**src/rtl/idx_pfx_pkg.sv**
```systemverilog
package idx_pfx_pkg;
  localparam int OPC_W = 8;
  localparam int SEL_W = 4;
  localparam int RP_W  = 3;
  localparam int ALU_W = 4;
  localparam int RC_W  = 3;
  localparam int FLD_W = OPC_W - 2 * RC_W;

  typedef enum logic [SEL_W-1:0] {
    SEL_B = 4'd0, SEL_C = 4'd1, SEL_D = 4'd2, SEL_E = 4'd3,
    SEL_H = 4'd4, SEL_L = 4'd5, SEL_MEM = 4'd6, SEL_A = 4'd7,
    SEL_XH = 4'd8, SEL_XL = 4'd9, SEL_YH = 4'd10, SEL_YL = 4'd11,
    SEL_IMM = 4'd12, SEL_NONE = 4'd15
  } opnd_e;

  typedef enum logic [RP_W-1:0] {
    RP_BC = 3'd0, RP_DE = 3'd1, RP_HL = 3'd2, RP_SP = 3'd3,
    RP_IX = 3'd4, RP_IY = 3'd5, RP_NONE = 3'd7
  } pair_e;

  typedef enum logic [ALU_W-1:0] {
    AL_ADD = 4'd0, AL_ADC = 4'd1, AL_SUB = 4'd2, AL_SBC = 4'd3,
    AL_AND = 4'd4, AL_XOR = 4'd5, AL_OR = 4'd6, AL_CP = 4'd7,
    AL_INC = 4'd8, AL_DEC = 4'd9, AL_MOV = 4'd10, AL_ADDW = 4'd11,
    AL_INCW = 4'd12, AL_DECW = 4'd13, AL_NOP = 4'd15
  } alu_e;

  typedef enum logic [2:0] {
    CL_NOP, CL_CB, CL_WIDE, CL_LDRR, CL_ACC, CL_UNI
  } cls_e;

  typedef struct packed {
    opnd_e dst;
    opnd_e src;
    pair_e rpd;
    pair_e rps;
    alu_e  alu;
    logic  mem;
    logic  undoc;
    logic  cb;
    logic  nop;
  } dec_s;

  localparam dec_s DEC_IDLE = '{dst: SEL_NONE, src: SEL_NONE, rpd: RP_NONE,
                                rps: RP_NONE, alu: AL_NOP, mem: 1'b0,
                                undoc: 1'b0, cb: 1'b0, nop: 1'b0};
endpackage

```
**src/rtl/idx_half_map.sv**
```systemverilog
module idx_half_map
  import idx_pfx_pkg::*;
(
  input  logic [RC_W-1:0] code,
  input  logic            sub,
  input  logic            iy,
  output opnd_e           opnd
);
  localparam logic [RC_W-1:0] CODE_HI = RC_W'(4);
  localparam logic [RC_W-1:0] CODE_LO = RC_W'(5);

  always_comb begin
    opnd = opnd_e'(SEL_W'(code));
    if (sub && code == CODE_HI)      opnd = iy ? SEL_YH : SEL_XH;
    else if (sub && code == CODE_LO) opnd = iy ? SEL_YL : SEL_XL;
  end
endmodule

```
**src/rtl/idx_pfx_decode.sv**
```systemverilog
module idx_pfx_decode
  import idx_pfx_pkg::*;
(
  input  logic [OPC_W-1:0] opc,
  input  logic             iy,
  output dec_s             dec
);
  logic [FLD_W-1:0] x;
  logic [RC_W-1:0]  y, z, dcode, scode;
  logic             y_hl, z_hl, y_m, z_m, sub, wide;
  cls_e             cls;
  opnd_e            dmap, smap;
  pair_e            ixp;

  assign x    = opc[OPC_W-1 -: FLD_W];
  assign y    = opc[2*RC_W-1 -: RC_W];
  assign z    = opc[RC_W-1:0];
  assign y_hl = (y == 3'd4) || (y == 3'd5);
  assign z_hl = (z == 3'd4) || (z == 3'd5);
  assign y_m  = (y == 3'd6);
  assign z_m  = (z == 3'd6);
  assign ixp  = iy ? RP_IY : RP_IX;

  always_comb begin
    case (opc)
      8'h09, 8'h19, 8'h29, 8'h39, 8'h21, 8'h22, 8'h2A, 8'h23, 8'h2B,
      8'hE1, 8'hE5, 8'hE3, 8'hE9, 8'hF9: wide = 1'b1;
      default:                           wide = 1'b0;
    endcase
  end

  always_comb begin
    cls   = CL_NOP;
    dcode = y;
    scode = z;
    sub   = 1'b0;
    if (opc == 8'hCB) begin
      cls = CL_CB;
    end else if (wide) begin
      cls = CL_WIDE;
    end else if (x == 2'd1 && opc != 8'h76) begin
      if (y_m || z_m || y_hl || z_hl) cls = CL_LDRR;
      sub = !(y_m || z_m);
    end else if (x == 2'd2) begin
      if (z_m || z_hl) cls = CL_ACC;
      dcode = 3'd7;
      sub   = !z_m;
    end else if (x == 2'd0 && z >= 3'd4 && z <= 3'd6) begin
      if (y_m || y_hl) cls = CL_UNI;
      scode = y;
      sub   = !y_m;
    end
  end

  idx_half_map u_dmap (.code(dcode), .sub(sub), .iy(iy), .opnd(dmap));
  idx_half_map u_smap (.code(scode), .sub(sub), .iy(iy), .opnd(smap));

  always_comb begin
    dec = DEC_IDLE;
    unique case (cls)
      CL_CB: begin
        dec.dst = SEL_MEM;
        dec.src = SEL_MEM;
        dec.mem = 1'b1;
        dec.cb  = 1'b1;
      end
      CL_WIDE: begin
        dec.alu = AL_MOV;
        case (opc)
          8'h09, 8'h19, 8'h29, 8'h39: begin
            dec.alu = AL_ADDW;
            dec.rpd = ixp;
            dec.rps = (opc[5:4] == 2'd2) ? ixp : pair_e'({1'b0, opc[5:4]});
          end
          8'h21, 8'h2A, 8'hE1: dec.rpd = ixp;
          8'h22, 8'hE5, 8'hE9: dec.rps = ixp;
          8'h23: begin dec.rpd = ixp; dec.rps = ixp; dec.alu = AL_INCW; end
          8'h2B: begin dec.rpd = ixp; dec.rps = ixp; dec.alu = AL_DECW; end
          8'hE3: begin dec.rpd = ixp; dec.rps = ixp; end
          8'hF9: begin dec.rpd = RP_SP; dec.rps = ixp; end
          default: dec.alu = AL_NOP;
        endcase
      end
      CL_LDRR, CL_ACC, CL_UNI: begin
        dec.dst   = dmap;
        dec.src   = smap;
        dec.mem   = !sub;
        dec.undoc = sub;
        if (cls == CL_LDRR)     dec.alu = AL_MOV;
        else if (cls == CL_ACC) dec.alu = alu_e'({1'b0, y});
        else begin
          case (z)
            3'd4:    dec.alu = AL_INC;
            3'd5:    dec.alu = AL_DEC;
            default: begin dec.alu = AL_MOV; dec.src = SEL_IMM; end
          endcase
        end
      end
      default: dec.nop = 1'b1;
    endcase
  end
endmodule

```
**src/rtl/idx_pfx_top.sv**
```systemverilog
module idx_pfx_top
  import idx_pfx_pkg::*;
(
  input  logic             clk,
  input  logic             rst,
  input  logic             dec_en,
  input  logic             sel_iy,
  input  logic [OPC_W-1:0] opcode,
  output logic             out_vld,
  output logic [SEL_W-1:0] dst_sel,
  output logic [SEL_W-1:0] src_sel,
  output logic [RP_W-1:0]  rp_dst,
  output logic [RP_W-1:0]  rp_src,
  output logic [ALU_W-1:0] alu_op,
  output logic             disp_mem,
  output logic             undoc,
  output logic             cb_page,
  output logic             nop_hold
);
  dec_s dec_d, dec_q;
  logic vld_q;

  idx_pfx_decode u_dec (.opc(opcode), .iy(sel_iy), .dec(dec_d));

  always_ff @(posedge clk) begin
    if (rst) begin
      dec_q <= DEC_IDLE;
      vld_q <= 1'b0;
    end else begin
      vld_q <= dec_en;
      if (dec_en) dec_q <= dec_d;
    end
  end

  assign out_vld  = vld_q;
  assign dst_sel  = dec_q.dst;
  assign src_sel  = dec_q.src;
  assign rp_dst   = dec_q.rpd;
  assign rp_src   = dec_q.rps;
  assign alu_op   = dec_q.alu;
  assign disp_mem = dec_q.mem;
  assign undoc    = dec_q.undoc;
  assign cb_page  = dec_q.cb;
  assign nop_hold = dec_q.nop;
endmodule

```
**config.mk**
```make
export PLATFORM = sky130hd
export DESIGN_NAME = idx_pfx_top
export DESIGN_NICKNAME = d
export VERILOG_FILES = /design/src/rtl/idx_pfx_pkg.sv /design/src/rtl/idx_half_map.sv /design/src/rtl/idx_pfx_decode.sv /design/src/rtl/idx_pfx_top.sv
export SDC_FILE = /design/constraint.sdc
export NUM_CORES = 1
export LEC_CHECK = 0
export ABC_CLOCK_PERIOD_IN_PS = 4700
export BUFFER_PORTS_ARGS = -buffer_cell sky130_fd_sc_hd__buf_2
export CAP_MARGIN = 20
export CORE_MARGIN = 5
export CORE_UTILIZATION = 55
export CTS_BUF_LIST = sky130_fd_sc_hd__clkbuf_16
export CTS_CLUSTER_SIZE = 12
export DETAILED_ROUTE_END_ITERATION = 8
export PLACE_DENSITY_LB_ADDON = 0.1
export SLEW_MARGIN = 10
export SYNTH_ARGS = -nofsm -noshare
export SYNTH_HDL_FRONTEND = slang
export SYNTH_SLANG_ARGS = --single-unit
```
**constraint.sdc**
```tcl
create_clock -name clk -period 4.7 [get_ports clk]
set_clock_uncertainty 0.15 [all_clocks]
set_input_delay 0.235 -clock clk [delete_from_list [all_inputs] [get_ports clk]]
set_output_delay 0.235 -clock clk [all_outputs]
set_load 0.02 [all_outputs]
```
Yosys cells after proc, flatten, opt, wreduce, memory -nomap -nowiden
Cells that the tools add are included.
W data, S select, Z words.
{"block": "totals", "word_cells": 120, "register_bits": 23, "out_inout_bits": 23, "inputBits": 12}
{"block": "op_classes", "n_eq_ne": 34, "n_lt_le_gt_ge": 2, "mux": 47, "n_reduce_logical": 27}
{"cell": "$eq A8 B6 Y1 const B", "count": 7}
{"cell": "$mux W3", "count": 17}
{"cell": "$eq A8 B8 Y1 const B", "count": 6}
{"cell": "$eq A3 B3 Y1 const B", "count": 12}
{"cell": "$mux W4", "count": 9}
{"cell": "$pmux W8 S2", "count": 1}
{"cell": "$reduce_or A14 Y1", "count": 1}
{"cell": "$pmux W3 S2", "count": 2}
{"cell": "$pmux W3 S4", "count": 1}
{"cell": "$mux W1", "count": 10}
{"cell": "$reduce_or A10 Y1", "count": 1}
{"cell": "$eq A8 B4 Y1 const B", "count": 1}
{"cell": "$eq A8 B5 Y1 const B", "count": 1}
{"cell": "$ne A8 B7 Y1 const B", "count": 1}
{"cell": "$pmux W4 S2", "count": 1}
{"cell": "$reduce_or A8 Y1", "count": 1}
{"cell": "$logic_and A1 B1 Y1", "count": 7}
{"cell": "$logic_or A1 B1 Y1", "count": 7}
{"cell": "$reduce_or A7 Y1", "count": 1}
{"cell": "$eq A3 B2 Y1 const B", "count": 2}
{"cell": "$mux W2", "count": 3}
{"cell": "$mux W6", "count": 1}
{"cell": "$reduce_or A5 Y1", "count": 1}
{"cell": "$eq A2 B2 Y1 const B", "count": 2}
{"cell": "other kinds (11)", "count": 14}

Logic depth before layout (Yosys ltp)
{"block": "depth", "depth_word": 16, "depth_mapped": 6}

Hierarchy
Synthesis repeated with hierarchy kept, for this count alone.
{"block": "hier_totals", "cells_unflattened": 183, "area_unflattened_um2": 1540.2}
{"module": "idx_pfx_top", "area_each_um2": 845.8, "cells_per_inst": 74, "instances": 1}
{"module": "idx_pfx_decode", "area_each_um2": 634.4, "cells_per_inst": 97, "instances": 1}
{"module": "idx_half_map", "area_each_um2": 30.0, "cells_per_inst": 6, "instances": 2}

Worst setup path after synthesis
No wires, ideal clock.
{"block": "synth_path", "path_type": "input to register", "from": "input port opcode[0]", "to": "register dec_q, in the netlist src_sel[2]", "n_path_buf": 1, "setup_slack_ns": 2.935, "stages": 6, "arrival_time_ns": 1.493, "required_time_ns": 4.428, "cell_sequence": "buf_2 > nand2_2 > a21oi_1 > or3_4 > o22a_1 > o32a_1"}
{"block": "synth_between", "elab_chain_cells": 16, "elab_cells_between_ends": 66, "cone_classes": "order compare (2); eq/ne (25); mux (24); reduce/logical (15)"}
{"element": "start, declared", "line": "idx_pfx_top.sv:8", "source": "input logic [OPC_W-1:0] opcode,"}
{"element": "$ge A3 B3 Y1", "line": "idx_pfx_decode.sv:48", "source": "end else if (x == 2'd0 && z >= 3'd4 && z <= 3'd6) begin"}
{"element": "$logic_and A1 B1 Y1 (2 in series)", "line": "idx_pfx_decode.sv:48"}
{"element": "$mux W3", "line": "idx_pfx_decode.sv:48"}
{"element": "$mux W3", "line": "idx_pfx_decode.sv:44", "source": "end else if (x == 2'd2) begin"}
{"element": "$mux W3", "line": "idx_pfx_decode.sv:41", "source": "end else if (x == 2'd1 && opc != 8'h76) begin"}
{"element": "$mux W3", "line": "idx_pfx_decode.sv:39", "source": "end else if (wide) begin"}
{"element": "$mux W3", "line": "idx_pfx_decode.sv:37", "source": "if (opc == 8'hCB) begin"}
{"element": "$eq A3 B3 Y1", "line": "idx_half_map.sv:15", "source": "else if (sub && code == CODE_LO) opnd = iy ? SEL_YL : SEL_XL;"}
{"element": "$logic_and A1 B1 Y1", "line": "idx_half_map.sv:15"}
{"element": "$mux W4", "line": "idx_half_map.sv:15"}
{"element": "$mux W4", "line": "idx_half_map.sv:14", "source": "if (sub && code == CODE_HI) opnd = iy ? SEL_YH : SEL_XH;"}
{"element": "$mux W4", "line": "idx_pfx_decode.sv:92", "source": "case (z)"}
{"element": "$mux W4", "line": "idx_pfx_decode.sv:90", "source": "else if (cls == CL_ACC) dec.alu = alu_e'({1'b0, y});"}
{"element": "$mux W4", "line": "idx_pfx_decode.sv:89", "source": "if (cls == CL_LDRR) dec.alu = AL_MOV;"}
{"element": "$pmux W8 S2 *", "line": "idx_pfx_decode.sv:60", "source": "unique case (cls)"}
{"element": "end signal, assigned", "line": "idx_pfx_top.sv:27", "source": "dec_q <= DEC_IDLE;"}
{"element": "end signal, assigned", "line": "idx_pfx_top.sv:31", "source": "if (dec_en) dec_q <= dec_d;"}
{"element": "end, declared", "line": "idx_pfx_top.sv:20", "source": "dec_s dec_d, dec_q;"}
Mark *: on every way between the ends. The rest lies on a longest branch, timed or not.
A chain may end at the register's enable or synchronous reset.

Final worst setup path
{"block": "layout_path", "from": "input port opcode[7]", "to": "register dec_q, in the netlist src_sel[0]"}
{"block": "layout_between", "elab_chain_cells": 16, "elab_cells_between_ends": 54, "cone_classes": "eq/ne (24); mux (22); reduce/logical (8)"}
{"element": "branches (longest 15 deep; another with $reduce_or A14 Y1)"}
{"element": "$pmux W8 S2 *", "line": "idx_pfx_decode.sv:60"}
Mark *: on every way between the ends.

==> impl_metrics.toml <==
[status]
outcome = "complete, no violations"

[detailed_routing]
vias = 1528
wl_met2_microns = 1777
drc_errors = 0
vias_per_cell = 6.393
wl_per_cell_microns = 16.25
drt_iter0_markers = 111
dr.pass1.iters = 5
finalWirelength_microns = 3883
wl_met3_microns = 335
highest_layer = "met4"
antenna_left = 0
wl_met1_microns = 1644

[cts]
cts_tree = "built"
ctsHoldBuffers = 0
cts_resized = 0
cts_buffers = 3
clk_path_buf_depth = 2
htreeDepth = 1
cts.sinks = 23
post-cts-setup-buffers = 0
cts-root-buf = "clkbuf_16"
clk_latency_ns = 0.25
clk_pin_slew_worst_paths_ns = 0.06

[grt]
grt.total_usage_pct = 21.93
grt_pass1_vias = 1420
grt_pass1_wl_microns = 6272
grt_overflow = 0
grt_antenna_before_repair = 0
grt_max_degree = 20

[sta]
maxSlewHeadroom_pct = 61.68
finalMaxSlewViolations = 0
rsz0062_at_grt = "no"
setup-violations-final = 0
fin_setup_tns_ns = 0
tightest_slew_ns = 0.5704
fin_crit_sh_pct = 39.86
fmax_mhz = 533.8
hold_viol = 0
post-route-min-period_ns = 1.873

[setup_path]
slowest_delay_ns = 0.50
crit_family = "simple AND/OR/NAND/NOR gates"
critical_path_class = "in2reg"
startpoint = "opcode[7]"
cp_cell_sequence = "buf_2 -> nand2_1 -> nor4_1 -> a41oi_1 -> a31oi_1 -> o221ai_1"
start_kind = "input pin"
endpoint_kind = "flop"
arrival_ns = 1.84
required_ns = 4.66
cpMaxStageDelayCell = "nor4_1"
crit_fanout = 16
reg2reg_from = "alu_op[3]"
path_buf_inv = 1

[power]
power.share.clock_pct = 37.1
pwr-share-comb_pct = 20.3
p_sw_share_pct = 27.93
power_density_nw_per_um2 = 296.1
p_sw_uw = 135.7
p_seq_share_pct = 42.5
intPower_uw = 350.3
ir_drop_mv = 0.2640
p_leak_uw = 0.0006629

[yosys]
synth_cell_types = 51
yosys_warnings = 0
synth_area_leaders = "dfxtp_1 (32%), nor2_1 (6.4%), a21oi_1 (4.6%)"
synth.most_common_cell = "nor2_1"
synth_area_leader_cell = "dfxtp_1"
syn_inst = 185
synth_edf_count = 0
async_reset_ff_share_pct = 0
netlist_area_sq_um = 1418
synth_top_area_share_pct = 32.48
synthTopCellsByCount = "nor2_1 (24), dfxtp_1 (23), a21oi_1 (13), nand2_1 (10), nand2b_1 (9)"
seq_area_frac_synth_pct = 32.48
avgSynthCellArea_sq_um = 7.663
synth_top_flop_cell = "dfxtp_1"
synth_nets = 197
ys_ff_latch = 23

[die]
ios = 35
dieArea_sq_um = 3693
initial_utilization_pct = 57.22
die_w_microns = 60.77
die_h_microns = 60.77
core_sq_um = 2477
rows = 18

[hold_path]
worstHoldPathType = "in2reg"
min-delay-start = "rst"

[cells_and_area]
multi_input_area_sq_um = 863.3
layout.nets = 222
regArea_sq_um = 460.4
fillers = 217
diodes = 0
area_delta_synth_final_pct = 15.80
fin_cells = 239
layout-drive-gt1-share_pct = 23.44

[placed_design]
numPortBuffers = 34
dpl.hpwl_microns = 2874
gp_congestion = 0.9916
place_inst = 235

[run]
max_cap_violations = 0
## per-layer routing
metal,vias to the layer above,GRT usage (%)
met5,-,0
met4,0,10.22
met3,16,4.255
met2,86,35.11
met1,697,28.33
li1,729,-
## path summary, 6_finish.rpt
check                           cells past startpoint  slack [ns]    endpoint
worst min register to register                      2        0.32    nop_hold
worst max-delay path                                6        2.83  src_sel[0]
worst max register to register                      3        3.73   alu_op[3]
worst min-delay path                                2        0.16     cb_page
## cells by family after synthesis
family	synth area share, %
mux	1.412
compound gates	31.33
buf+inv	6.620
xor+xnor	0.6179
flops	32.48
simple gates	27.54
## through the flow
| stage | setup WS, ns | total power (uW) | hold WS (ns) | cell area [sq um] | util (%) |
|---|---|---|---|---|---|
| 3_5_place_dp | 2.582 | 307.4 | 0.3124 | 1562 | 63.03 |
| 4_1_cts | 2.831 | 487.0 | 0.1544 | 1642 | 66.26 |
| 3_3_place_gp | 2.642 | 306.2 | 0.2919 | 1562 | 63.03 |
| 2_1_floorplan | 2.935 | 281.3 | 0.2087 | 1418 | - |
| 5_1_grt | 2.718 | 508.9 | 0.1664 | 1642 | 66.26 |
| 6_report | 2.827 | 486.0 | 0.1554 | 1642 | 66.26 |
## power by group through the flow
stage               Sequential, uW  Combinational [uW]  Clock (uW)
finish                         207                98.9         180
global route                   208                 107         194
detailed placement             211                96.3           0
global placement               211                95.6           0
CTS                            207                97.3         183
floorplan                      221                60.1           0
## worst reg2reg max path: cells and delay by family (launching register included)
kind / cells / cell delay [ns]
AOI/OAI and AO/OA: 1 / 0.04
and+or+nand+nor: 2 / 0.36
DFF: 1 / 0.31
## state kept, by name (all words and copies together) (netlist names)
| register | count |
|---|---|
| src_sel | 4 |
| nop_hold | 1 |
| rp_dst | 3 |
| undoc | 1 |
| dst_sel | 4 |
| disp_mem | 1 |
| out_vld | 1 |
| alu_op | 4 |
| cb_page | 1 |
| rp_src | 3 |
## layout make-up
type,count,share of cell area (%)
Inverter,8,1.829
Clock inverter,1,0.3049
Timing Repair Buffer,34,10.37
Clock buffer,3,4.573
Multi-Input combinational cell,140,52.59
Tap cell,30,2.287
Sequential cell,23,28.05
## cell usage in the layout (no fill, tap or decap), types with 2 or more instances in the layout
master	instances
nand2_1	10
nor2b_1	2
a311oi_1	2
nor3_1	5
nand3b_1	2
buf_2	34
nor2_1	24
or2_2	4
a21oi_1	13
a31oi_1	7
o32a_1	2
o31a_1	2
mux2i_1	2
nor4_1	3
nand2b_1	9
a22oi_1	4
clkbuf_16	3
a22o_1	2
o21ai_0	6
or3_1	3
a211oi_1	2
dfxtp_1	23
o221ai_1	2
nand3_1	7
inv_1	8
o21bai_1	3
o211ai_1	2
Power figures use the tool's default switching activity.
